==> config.mk <==
export PLATFORM = sky130hd
export DESIGN_NAME = ivt_timer
export DESIGN_NICKNAME = d
export VERILOG_FILES = /design/src/rtl/ivt_pkg.sv /design/src/rtl/ivt_prescaler.sv /design/src/rtl/ivt_interval.sv /design/src/rtl/ivt_tally.sv /design/src/rtl/ivt_timer.sv
export SDC_FILE = /design/constraint.sdc
export NUM_CORES = 1
export LEC_CHECK = 0
export ABC_CLOCK_PERIOD_IN_PS = 2940
export CAP_MARGIN = 20
export CORE_ASPECT_RATIO = 1.25
export CORE_MARGIN = 2
export CORE_UTILIZATION = 54
export DETAILED_ROUTE_END_ITERATION = 7
export GPL_ROUTABILITY_DRIVEN = 0
export PLACE_DENSITY = 0.76
export SYNTH_ARGS = -nofsm -noshare
export SYNTH_HDL_FRONTEND = slang
export SYNTH_SLANG_ARGS = --single-unit
==> constraint.sdc <==
create_clock -name clk -period 2.94 [get_ports clk]
set_clock_uncertainty 0.1 [all_clocks]
set_input_delay 0.441 -clock clk [delete_from_list [all_inputs] [get_ports clk]]
set_output_delay 0.441 -clock clk [all_outputs]
set_load 0.02 [all_outputs]
==> src/rtl/ivt_pkg.sv <==
package ivt_pkg;
    localparam int DATA_W    = 32;
    localparam int ADDR_W    = 4;
    localparam int CNT_W     = 20;
    localparam int TALLY_W   = 12;
    localparam int PRE_W     = 4;
    localparam int RUN_BIT   = 24;
    localparam int IRQEN_BIT = 25;

    typedef enum logic [1:0] {
        SEL_CTRL   = 2'd0,
        SEL_STATUS = 2'd1,
        SEL_ACKVW  = 2'd2,
        SEL_IMAGE  = 2'd3
    } reg_sel_e;

    typedef enum logic [1:0] {
        ST_HALT  = 2'd0,
        ST_RUN   = 2'd1,
        ST_DRAIN = 2'd2
    } run_state_e;

    typedef struct packed {
        logic             irq_en;
        logic             run_en;
        logic [CNT_W-1:0] limit;
    } ctrl_t;
endpackage

==> src/rtl/ivt_prescaler.sv <==
module ivt_prescaler #(
    parameter int PW = 4
) (
    input  logic          clk,
    input  logic          rst_n,
    input  logic          active,
    output logic [PW-1:0] phase,
    output logic          tick
);
    always_ff @(posedge clk or negedge rst_n) begin
        if (!rst_n)
            phase <= '0;
        else if (!active)
            phase <= '0;
        else
            phase <= phase + 1'b1;
    end

    assign tick = active && (phase == {PW{1'b1}});
endmodule

==> src/rtl/ivt_interval.sv <==
module ivt_interval #(
    parameter int CW = 20
) (
    input  logic          clk,
    input  logic          rst_n,
    input  logic          tick,
    input  logic [CW-1:0] limit,
    output logic [CW-1:0] count,
    output logic          wrap
);
    // A limit lowered below the current count still ends the period.
    assign wrap = tick && (count >= limit);

    always_ff @(posedge clk or negedge rst_n) begin
        if (!rst_n)
            count <= '0;
        else if (tick)
            count <= wrap ? '0 : count + 1'b1;
    end
endmodule

==> src/rtl/ivt_tally.sv <==
module ivt_tally #(
    parameter int TW = 12
) (
    input  logic          clk,
    input  logic          rst_n,
    input  logic          wrap,
    input  logic          ack,
    output logic [TW-1:0] tally,
    output logic          flag
);
    localparam logic [TW-1:0] ONE = TW'(1);
    localparam logic [TW-1:0] TOP = {TW{1'b1}};

    always_ff @(posedge clk or negedge rst_n) begin
        if (!rst_n) begin
            tally <= '0;
            flag  <= 1'b0;
        end else if (ack) begin
            tally <= wrap ? ONE : '0;
            flag  <= wrap;
        end else if (wrap) begin
            if (tally != TOP)
                tally <= tally + 1'b1;
            flag <= 1'b1;
        end
    end
endmodule

==> src/rtl/ivt_timer.sv <==
module ivt_timer
    import ivt_pkg::*;
(
    input  logic              clk,
    input  logic              rst_n,
    input  logic [ADDR_W-1:0] bus_addr,
    input  logic              bus_we,
    input  logic [DATA_W-1:0] bus_wdata,
    input  logic              bus_re,
    output logic [DATA_W-1:0] bus_rdata,
    output logic              irq
);
    localparam int VIEW_W = TALLY_W + CNT_W;

    ctrl_t              ctrl_q;
    run_state_e         state_q, state_d;
    reg_sel_e           sel;
    logic               ack;
    logic               count_active;
    logic               tick_w;
    logic [PRE_W-1:0]   phase_w;
    logic [CNT_W-1:0]   count_w;
    logic               wrap_w;
    logic [TALLY_W-1:0] tally_w;
    logic               flag_w;
    logic [DATA_W-1:0]  rd_mux;
    logic [DATA_W-1:0]  rdata_q;
    logic               unused_bits;

    assign sel         = reg_sel_e'(bus_addr[3:2]);
    assign ack         = bus_re && (sel == SEL_ACKVW);
    assign unused_bits = ^{bus_addr[1:0], bus_wdata[DATA_W-1:IRQEN_BIT+1],
                           bus_wdata[RUN_BIT-1:CNT_W]};

    // control word
    always_ff @(posedge clk or negedge rst_n) begin
        if (!rst_n)
            ctrl_q <= '0;
        else if (bus_we && (sel == SEL_CTRL)) begin
            ctrl_q.irq_en <= bus_wdata[IRQEN_BIT];
            ctrl_q.run_en <= bus_wdata[RUN_BIT];
            ctrl_q.limit  <= bus_wdata[CNT_W-1:0];
        end
    end

    // state register
    always_ff @(posedge clk or negedge rst_n) begin
        if (!rst_n)
            state_q <= ST_HALT;
        else
            state_q <= state_d;
    end

    // next state
    always_comb begin
        state_d = state_q;
        unique case (state_q)
            ST_HALT: begin
                if (ctrl_q.run_en)
                    state_d = ST_RUN;                            // HALT_TO_RUN
            end
            ST_RUN: begin
                if (!ctrl_q.run_en)
                    state_d = wrap_w ? ST_HALT : ST_DRAIN;       // RUN_TO_HALT / RUN_TO_DRAIN
            end
            ST_DRAIN: begin
                if (ctrl_q.run_en)
                    state_d = ST_RUN;                            // DRAIN_TO_RUN
                else if (wrap_w)
                    state_d = ST_HALT;                           // DRAIN_TO_HALT
            end
            default: state_d = ST_HALT;
        endcase
    end

    // outputs of the state machine
    always_comb begin
        count_active = (state_q != ST_HALT);
        irq          = flag_w && ctrl_q.irq_en;
    end

    ivt_prescaler #(.PW(PRE_W)) u_pre (
        .clk    (clk),
        .rst_n  (rst_n),
        .active (count_active),
        .phase  (phase_w),
        .tick   (tick_w)
    );

    ivt_interval #(.CW(CNT_W)) u_int (
        .clk   (clk),
        .rst_n (rst_n),
        .tick  (tick_w),
        .limit (ctrl_q.limit),
        .count (count_w),
        .wrap  (wrap_w)
    );

    ivt_tally #(.TW(TALLY_W)) u_tal (
        .clk   (clk),
        .rst_n (rst_n),
        .wrap  (wrap_w),
        .ack   (ack),
        .tally (tally_w),
        .flag  (flag_w)
    );

    // read selection
    always_comb begin
        rd_mux = '0;
        unique case (sel)
            SEL_CTRL: begin
                rd_mux[IRQEN_BIT]   = ctrl_q.irq_en;
                rd_mux[RUN_BIT]     = ctrl_q.run_en;
                rd_mux[CNT_W-1:0]   = ctrl_q.limit;
            end
            SEL_STATUS: rd_mux[0] = flag_w;
            SEL_ACKVW,
            SEL_IMAGE:  rd_mux[VIEW_W-1:0] = {tally_w, count_w};
            default:    rd_mux = '0;
        endcase
    end

    always_ff @(posedge clk or negedge rst_n) begin
        if (!rst_n)
            rdata_q <= '0;
        else if (bus_re)
            rdata_q <= rd_mux;
    end

    assign bus_rdata = rdata_q;
endmodule

**Yosys cells after proc, flatten, opt, wreduce, memory -nomap -nowiden**

Index checks and enable logic that the tools add are counted.

- Flip-flop bits (word level): 93
- Input bits: 40
- Output and inout port bits: 33
- Logic and storage cells: 55

- Add/sub/neg operators: 3
- $lt $le $gt $ge: 1
- Equal/unequal tests: 10
- Multiplexer cells: 19
- Reduce and logical (&&, ||, !) cells: 13

Operators with widths:

| kind | number |
|---|---|
| 19-bit one-hot mux with 2 select lines | 1 |
| 12-bit 2-to-1 mux | 3 |
| 20-bit by 1-bit adder with 20-bit output (second input constant) | 1 |
| 20-bit >= comparator | 1 |
| 20-bit 2-to-1 mux | 1 |
| 12-bit by 1-bit adder with 12-bit output (second input constant) | 1 |
| 12-bit inequality test (second input constant) | 1 |
| 2-bit 2-to-1 mux | 5 |
| 4-bit 2-to-1 mux | 2 |
| 2-bit == test (second input constant) | 3 |
| 6-bit 2-to-1 mux | 1 |
| 2-bit one-hot mux with 3 select lines | 1 |
| 2-bit nonzero test | 3 |
| 1-bit logical AND | 5 |
| 4-bit by 1-bit adder with 4-bit output (second input constant) | 1 |
| 2-bit by 1-bit == test with 1-bit output (second input constant) | 2 |
| 4-bit == test (second input constant) | 1 |
| 2-bit logical NOT | 2 |
| 2-bit inequality test (second input constant) | 2 |
| 2-bit one-hot mux with 2 select lines | 1 |
| 1-bit 2-to-1 mux | 3 |
| 3-bit by 2-bit inequality test with 1-bit output (second input constant) | 1 |
| 1-bit one-hot mux with 3 select lines | 1 |
| 3-bit AND reduction | 1 |
| other kinds (2) | 2 |

**Depth between registers and ports, before layout**

Gate-level depths: netlist of run 1.

- Depth in word-level cells: 6
- Mapped depth: 10
- Gate-level depth less buffers: 8

**By module**

A second synthesis of run 1 with hierarchy kept.

- Cells, all modules: 483
- Area, all modules: 4986.0 um^2

By module, submodules not included:

| module | instances | cells each | area an instance (um^2) | sequential area each (um^2) |
|---|---|---|---|---|
| ivt_timer | 1 | 222 | 2454.9 | 1401.3 |
| ivt_interval | 1 | 178 | 1644.1 | 500.5 |
| ivt_tally | 1 | 69 | 711.9 | 325.3 |
| ivt_prescaler | 1 | 14 | 175.2 | 100.1 |

**Worst setup path before layout of run 1**

OpenSTA, ideal clock, no wires.

- Path type: reg2reg
- Start: reg u_int.count[0]
- End: reg u_tal.tally[0]
- Library setup time: 0.124 ns
- Arrival time: 2.143 ns
- Required time: 2.716 ns
- Slack: 0.573 ns
- Stages on the path, launching flop included: 10
- Buffers on the path: 1
- Period minus slack after synthesis: 2.367 ns
- Cell sequence: dfrtp_1 inv_1 ha_1 nand2b_4 a2111oi_4 o31ai_2 a211oi_4 buf_6 nor2_2 a211o_1

- Cells in the longest elaborated chain, start to end: 4
- Elaborated cells on any way between the ends: 6
- Those cells by class: 1 x order compare; 2 x mux; 3 x reduce/logical

Ends and longest elaborated chain:

| element | RTL line | text |
|---|---|---|
| start, declared | ivt_interval.sv:8 | `output logic [CW-1:0] count,` |
| start signal, assigned | ivt_interval.sv:18 | `count <= wrap ? '0 : count + 1'b1;` |
| 20-bit >= comparator (*) | ivt_interval.sv:12 | `assign wrap = tick && (count >= limit);` |
| 1-bit logical AND (*) | ivt_interval.sv:12 |  |
| 1-bit 2-to-1 mux / 2-bit nonzero test (equally long branches) | n/a |  |
| 12-bit 2-to-1 mux / 2-bit AND reduction (equally long branches) | n/a |  |
| end signal, assigned | ivt_tally.sv:19 | `tally <= wrap ? ONE : '0;` |
| end signal, assigned | ivt_tally.sv:23 | `tally <= tally + 1'b1;` |
| end, declared | ivt_tally.sv:8 | `output logic [TW-1:0] tally,` |

Every way passes the cells marked *; elsewhere a longest branch is shown, timed or not.
A chain may end at the register's enable or synchronous reset.

**Worst setup path after layout of run 1**

- Start: reg u_int.count[0]
- End: reg u_tal.tally[2]

- Cells in the longest elaborated chain, start to end: 4

Ends and longest elaborated chain:

| element | RTL line |
|---|---|
| 20-bit >= comparator | ivt_interval.sv:12 |
| 1-bit logical AND | ivt_interval.sv:12 |
| 2-bit nonzero test (no source line) | n/a |
| 2-bit AND reduction (no source line) | n/a |

No other way between the ends.

==> impl_metrics.toml, run 1 <==
[synth]
yosysMostFrequentCell = "dfrtp_1"
synth.avg_cell_area_sq_um = 9.55
async_reset_ff_frac = 1.00
synth-simple-area-share = 0.180
synth_top_cell_by_area = "dfrtp_1"
netlist_top_cells_count = "dfrtp_1, nor2_1, a21oi_1"
ys_ff_latch = 93
synthMuxAreaShare = 0.0117
synth_top_family_by_area = "simple AND/OR/NAND/NOR gates"
syn_nets = 556
synth.top_cell.area_share = 0.494
synth-xor-area-share = 0.0316
syn_inst = 493
synth_compound_area_frac = 0.169
yosysUniqueCellTypes = 53
synthFlopType = "dfrtp_1"
synth_fa_ha_area_frac = 0.0611
synth_seq_area_share = 0.494
yosys_warnings = 0
syn_area_sq_mm = 0.00471
synth_top_cells_by_area = "dfrtp_1, ha_1, a21oi_1"
synth-edff-count = 0

[route]
vias_per_cell = 5.78
wire_per_inst_um = 15.7
routed_wl_um = 10400
drtPass1Iterations = 4
drcViolationCount = 0
antenna_left = 0
vias = 3809
drtIter0Drc = 213

[critical_path]
path_cells = "inv_1 > ha_1 > nand2b_4 > a2111oi_4 > o31ai_2 > a211oi_4 > buf_4 > o21ai_0 > a21oi_1"
cp-start-kind = "flop"
critical_path.max_fanout = 12
crit_type = "reg2reg"
arrival_ps = 2910
crit_path_end_kind = "flop"
crit_path_top_delay_cell = "a211oi_4"
critPathMaxStageDelay_ps = 530
critPathLaunch = "u_int.count[0]"
r2r_slack_ps = 230
r2r_end = "u_tal.tally[2]"
crit_required_ps = 3140
r2r_cells = 9
r2r-start = "u_int.count[0]"
endpoint = "u_tal.tally[2]"

[grt]
grt_pass1_vias = 3847
grt_pass1_wl_um = 17800
grt_overflow = 0
grt_max_degree = 51
antenna_found_initial = 0
grt_usage = 0.239

[cells_and_area]
antenna_cells = 0
syn2layout_area_growth_pct = 19.0
final_layout_size_suffix_gt1_frac = 0.0751
final_core_util = 0.655
nNetsFinal = 618

[floorplanning]
ios = 73
initial_core_util = 0.550
die_width_um = 87.5
core_area_sq_mm = 0.00856
fp.dieH_um = 108
rows = 38
die_area_sq_mm = 0.00949

[power_and_ir_drop]
netSwitchingPower_mw = 0.767
power_mw = 2.69
p_comb_frac = 0.173
power_density_mw_per_mm2 = 480
p_clk_frac = 0.282
p_int_mw = 1.92
p_leak_nw = 2.45
power.share.switching = 0.285
ir_drop_uv = 303
power_frac_seq = 0.545

[cts]
h-tree-depth = 3
insertion_delay_ps = 370
cts.path.max_buffers = 2
hold_buffers = 1
post_cts_resized = 0
cts_setup_buffers = 0
cts_tree = "done"
cts_root_buffer = "clkbuf_8"
cts_buffers = 9
path_clk_slew_ps = 80
cts_sinks = 93

[timing]
timing.final.crit_period_ps = 2710
setup_viol = 0
slew_headroom = 0.609
rsz0062_at_grt = "no"
fin_hold_ws_ps = 369
finalCritPeriodShare = 0.922
tightest_slew_ps = 586
max_freq_mhz = 369
finalSetupTns_ps = 0
drv_slew = 0
finalHoldViolations = 0

[placed_design]
port_buffers = 60
dpl.hpwl_um = 7520

[status]
status = "complete, no violations"

[hold_path]
hold_path.class = "reg2reg"

[job]
maxCapViolations = 0
critical path: cells and delay by family (launching register included):
family	cells	cell delay, ps
buffers and inverters	2	330
DFF	1	480
adders and majority gates	1	270
and+or+nand+nor	1	150
AOI/OAI and AO/OA	5	1310
cells by family (layout without fill, tap and decap cells):
group	after synthesis	in the layout
buf+inv	59	125
simple gates	168	168
flops	93	93
xor+xnor	17	17
mux	5	5
fa+ha+maj	23	23
compound gates	128	128
how the worst min path moves through the flow:
stage               cells past startpoint      startpoint             end
floorplan                               0           rst_n    bus_rdata[0]
global placement                        1  u_pre.phase[0]  u_pre.phase[0]
detailed placement                      1  u_pre.phase[0]  u_pre.phase[0]
CTS                                     1  u_pre.phase[0]  u_pre.phase[0]
global route                            1  u_pre.phase[0]  u_pre.phase[0]
finish                                  1  u_pre.phase[0]  u_pre.phase[0]
power groups by stage:
stage / Sequential [mW] / Combinational (mW) / Clock [mW]
3_5_place_dp: 1.49 / 0.465 / 0
4_1_cts: 1.47 / 0.472 / 0.763
2_1_floorplan: 1.51 / 0.241 / 0
6_report: 1.47 / 0.464 / 0.758
5_1_grt: 1.48 / 0.520 / 0.818
3_3_place_gp: 1.48 / 0.450 / 0
layout by cell type (no fill, tap or decap), types with 9 or more instances in the layout:
master           synthesis  layout
a21oi_1                 45      45
a22oi_1                 15      15
buf_4                    0      15
clkbuf_8                 0      10
clkdlybuf4s50_1          0      58
dfrtp_1                 93      93
ha_1                    23      23
inv_1                   34      34
nand2_1                 42      42
nand3_1                 23      23
nand4_1                  9       9
nor2_1                  48      48
o21ai_0                 35      35
o21ai_1                  9       9
xor2_1                  10      10
metrics by stage:
stage,cell area [sq um],std cells,worst slack [ps]
6_report,5600,659,230
5_1_grt,5600,659,52.5
3_5_place_dp,5430,643,213
2_1_floorplan,4710,493,573
4_1_cts,5600,659,205
3_3_place_gp,5430,643,323
flip-flops by register name, summed over array words and instances, names as in the netlist:
signal       count
bus_rdata       32
ctrl_q          22
u_int.count     20
u_tal.tally     12
u_pre.phase      4
state_q          2
u_tal.flag       1
final cells by class:
class / count / area [sq um]
multi-input combinational: 341 / 2130
tap: 100 / 125
fill: 733 / 2960
clock inverter: 2 / 10.0
sequential: 93 / 2330
inverter: 34 / 128
timing repair buffer: 76 / 728
clock buffer: 13 / 149
metal layers:
metal,up-vias,global-route usage,part of all wire
met5,-,0,0
met4,0,0.0978,0.029
met3,24,0.0481,0.026
met2,76,0.417,0.52
met1,1840,0.286,0.42
li1,1869,-,-
No activity file was read; power rests on OpenSTA's default activity.
==> inputs of run 2 (changes only) <==
--- a/config.mk
+++ b/config.mk
@@ -9,10 +9,10 @@
 export CAP_MARGIN = 20
 export CORE_ASPECT_RATIO = 1.25
 export CORE_MARGIN = 2
-export CORE_UTILIZATION = 54
+export CORE_UTILIZATION = 44
 export DETAILED_ROUTE_END_ITERATION = 7
 export GPL_ROUTABILITY_DRIVEN = 0
-export PLACE_DENSITY = 0.76
+export PLACE_DENSITY = 0.63
 export SYNTH_ARGS = -nofsm -noshare
 export SYNTH_HDL_FRONTEND = slang
 export SYNTH_SLANG_ARGS = --single-unit
==> impl_metrics.toml, run 2 (synthesis results as in run 1) <==
[power_and_ir_drop]
p_leak_nw = 2.52
ir_drop_uv = 276
power_density_mw_per_mm2 = 551

[critical_path]
arrival_ps = 2800
crit_type = "reg2reg"
crit_path_end_kind = "flop"
crit_required_ps = 3110
r2r_cells = 7
cp-start-kind = "flop"
critical_path.max_fanout = 9

[floorplanning]
initial_core_util = 0.448
rows = 42
die_area_sq_mm = 0.0115
die_width_um = 96.5
fp.dieH_um = 120
ios = 73
core_area_sq_mm = 0.0105

[grt]
grt_max_degree = 51
grt_overflow = 0
grt_usage = 0.205
grt_pass1_vias = 3908
antenna_found_initial = 0
grt_pass1_wl_um = 18300

[timing]
rsz0062_at_grt = "no"
drv_slew = 0
finalCritPeriodShare = 0.893
finalSetupTns_ps = 0
setup_viol = 0
finalHoldViolations = 0
tightest_slew_ps = 629
max_freq_mhz = 381
slew_headroom = 0.581
timing.final.crit_period_ps = 2630

[cells_and_area]
largest_register_ffs = 32
antenna_cells = 0
final_layout_size_suffix_gt1_frac = 0.0821
syn2layout_area_growth_pct = 23.3
nNetsFinal = 618
final_common_cell = "dfrtp_1"
layout_common_cells = "dfrtp_1, clkdlybuf4s50_1, nor2_1"
stdcell_count = 692
design_area_sq_mm = 0.00581

[status]
status = "complete, no violations"

[job]
maxCapViolations = 0

[cts]
cts_sinks = 93
hold_buffers = 0
cts_tree = "done"
cts_root_buffer = "clkbuf_16"
h-tree-depth = 3
cts_buffers = 9
cts_setup_buffers = 0
post_cts_resized = 0
path_clk_slew_ps = 70
cts.path.max_buffers = 2
insertion_delay_ps = 350

[placed_design]
placedInstanceArea_sq_mm = 0.00548
dpl.hpwl_um = 7730
port_buffers = 60
dp_cells = 676

[route]
vias_per_cell = 5.47
drtIter0Drc = 187
vias = 3785
drcViolationCount = 0
wire_per_inst_um = 15.7
drtPass1Iterations = 4
routed_wl_um = 10900
antenna_left = 0

[hold_path]
hold_path.class = "in2async"
[run 2: area by class of cell]
class	instances	area [sq um]
Sequential cell	93	2330
Clock inverter	5	83.8
Tap cell	132	165
Clock buffer	11	243
Fill cell	977	4700
Timing Repair Buffer	76	726
Inverter	34	128
Multi-Input combinational cell	341	2130
[run 2: final timing paths]
check,endpoint,slack [ps],from
worst max-delay path,u_tal.tally[8],310,u_int.count[18]
worst min-delay path,u_int.count[5],5,rst_n
worst max register to register,u_tal.tally[8],310,u_int.count[18]
worst min register to register,u_pre.phase[0],360,u_pre.phase[0]
max in group asynchronous,bus_rdata[16],2050,rst_n
min in group clk,u_pre.phase[0],360,u_pre.phase[0]
[run 2: worst max-delay path: stages, from the launching register on]
cell      delay [ps]
dfrtp_1          430
ha_1             330
nand4_1          220
nor4_4           430
a211oi_4         170
buf_4            200
or4_1            510
a21oi_1          160
[run 2: power by group]
part	switching [mW]	total, mW	internal, mW	leakage (nW)
Sequential	0.0764	1.47	1.39	1.22
Combinational	0.258	0.465	0.207	1.15
Clock	0.499	1.27	0.770	0.152
[run 2: per-layer routing]
layer  GRT usage  routed length [um]  vias to the layer above
met5           0                   0                        -
met2       0.346                5740                       66
met1       0.258                4640                     1859
met4      0.0915                 204                        0
met3      0.0276                 307                       13
li1            -                   -                     1847
[run 2: metrics by stage]
step / utilization / total power [mW] / setup slack [ps] / hold WS [ps]
2_1_floorplan: - / 1.75 / 573 / 45.4
3_3_place_gp: 0.521 / 1.95 / 378 / 345
3_5_place_dp: 0.521 / 1.96 / 316 / 363
4_1_cts: 0.553 / 3.23 / 302 / 24.0
5_1_grt: 0.553 / 3.35 / 144 / 53.7
6_report: 0.553 / 3.20 / 313 / 4.86
==> inputs of run 3 (changes only) <==
--- a/config.mk
+++ b/config.mk
@@ -9,10 +9,10 @@
 export CAP_MARGIN = 20
 export CORE_ASPECT_RATIO = 1.25
 export CORE_MARGIN = 2
-export CORE_UTILIZATION = 44
+export CORE_UTILIZATION = 38
 export DETAILED_ROUTE_END_ITERATION = 7
 export GPL_ROUTABILITY_DRIVEN = 0
-export PLACE_DENSITY = 0.63
+export PLACE_DENSITY = 0.56
 export SYNTH_ARGS = -nofsm -noshare
 export SYNTH_HDL_FRONTEND = slang
 export SYNTH_SLANG_ARGS = --single-unit
==> impl_metrics.toml, run 3 (synthesis results as in run 1) <==
[cts]
post_cts_resized = 0
path_clk_slew_ps = 70
cts_sinks = 93
cts_buffers = 9
cts_tree = "done"
cts_root_buffer = "clkbuf_16"
insertion_delay_ps = 350
hold_buffers = 0
h-tree-depth = 3
cts_setup_buffers = 0
cts.path.max_buffers = 2

[status]
status = "finished, violations left"
failed_checks = "hold timing"

[placed_design]
port_buffers = 60
dpl.hpwl_um = 8190
dp_cells = 713

[route]
wire_per_inst_um = 15.7
vias_per_cell = 5.23
drtPass1Iterations = 4
drtIter0Drc = 127
vias = 3816
routed_wl_um = 11500
antenna_left = 0
drcViolationCount = 0

[critical_path]
path_cells = "ha_1 > nand4_1 > nor4_4 > a211oi_4 > buf_4 > or4_1 > a21oi_1"
crit_required_ps = 3110
crit_path_top_delay_cell = "or4_1"
cp-start-kind = "flop"
r2r_slack_ps = 370
critical_path.max_fanout = 21
crit_path_end_kind = "flop"
arrival_ps = 2740
critPathMaxStageDelay_ps = 500
crit_type = "reg2reg"
r2r-start = "u_int.count[18]"
r2r_end = "u_tal.tally[8]"
r2r_cells = 7

[power_and_ir_drop]
power_frac_seq = 0.479
power.share.switching = 0.275
p_comb_frac = 0.153
power_density_mw_per_mm2 = 525
netSwitchingPower_mw = 0.843
p_clk_frac = 0.369
p_int_mw = 2.22
p_leak_nw = 2.52
ir_drop_uv = 268
power_mw = 3.07

[hold_path]
hold_path.class = "in2async"

[timing]
max_freq_mhz = 390
rsz0062_at_grt = "no"
finalCritPeriodShare = 0.873
drv_slew = 0
timing.final.crit_period_ps = 2570
fin_hold_ws_ps = -21.1
finalHoldViolations = 13
tightest_slew_ps = 605
slew_headroom = 0.597
finalSetupTns_ps = 0
setup_viol = 0

[cells_and_area]
fillCellCount = 1166
antenna_cells = 0
seqCellArea_sq_mm = 0.00233
nNetsFinal = 623
layout_common_cells = "dfrtp_1, clkdlybuf4s50_1, nor2_1"
multi_input_area_sq_mm = 0.00213
largest_register_ffs = 32
stdcell_count = 729
syn2layout_area_growth_pct = 24.2
final_core_util = 0.483
final_common_cell = "dfrtp_1"
final_layout_size_suffix_gt1_frac = 0.0903

[floorplanning]
rows = 45
fp.dieH_um = 128
initial_core_util = 0.389
ios = 73
core_area_sq_mm = 0.0121
die_width_um = 104
die_area_sq_mm = 0.0133

[grt]
antenna_found_initial = 0
grt_pass1_wl_um = 19300
grt_max_degree = 42
grt_usage = 0.182
grt_overflow = 0
grt_pass1_vias = 3897

[job]
maxCapViolations = 0
## run 3: cell count changes in the layout (fill, tap and decap cells not counted)
cell	previous run	this run
clkinv_4	1	2
clkbuf_8	1	2
buf_4	16	21
bufinv_16	2	0
## run 3: power groups by stage
stage / Combinational (mW) / Clock (mW) / Sequential (mW)
floorplan: 0.241 / 0 / 1.51
detailed placement: 0.473 / 0 / 1.49
finish: 0.468 / 1.13 / 1.47
CTS: 0.477 / 1.15 / 1.47
global placement: 0.466 / 0 / 1.49
global route: 0.530 / 1.20 / 1.49
## run 3: per-layer routing
metal | global-route usage | vias to the layer above | wire [um]
li1 | - | 1868 | -
met3 | 0.0218 | 12 | 252
met1 | 0.225 | 1879 | 5150
met4 | 0.0668 | 0 | 178
met5 | 0 | - | 0
met2 | 0.330 | 57 | 5890
## run 3: worst max-delay path by stage
stage / start / endpoint / slack, ps / cells past startpoint
floorplan: u_int.count[0] / u_tal.tally[0] / 570 / 9
global placement: u_int.count[17] / u_tal.tally[8] / 400 / 7
detailed placement: u_int.count[17] / u_tal.tally[8] / 370 / 7
CTS: u_int.count[17] / u_tal.tally[8] / 350 / 7
global route: u_int.count[0] / u_tal.tally[8] / 230 / 9
finish: u_int.count[18] / u_tal.tally[8] / 370 / 7
## run 3: worst max-delay path, delay by kind of cell, from the launching register on
family	cells	cell delay, ps
compound gates	2	250
simple gates	3	1160
flops	1	430
buf+inv	1	210
fa+ha+maj	1	330
## run 3: area by class of cell
cell class              count  share of cell area
clock buffers              12              0.0439
clock inverters             4             0.00556
repair buffers             81               0.131
flip-flops and latches     93               0.398
multi-input cells         341               0.365
inverters                  34              0.0218
well taps                 164              0.0351
## run 3: per-stage QoR
step	cell area [sq um]	setup slack (ps)
2_1_floorplan	4710	573
3_3_place_gp	5560	402
3_5_place_dp	5560	371
4_1_cts	5850	348
5_1_grt	5850	227
6_report	5850	375
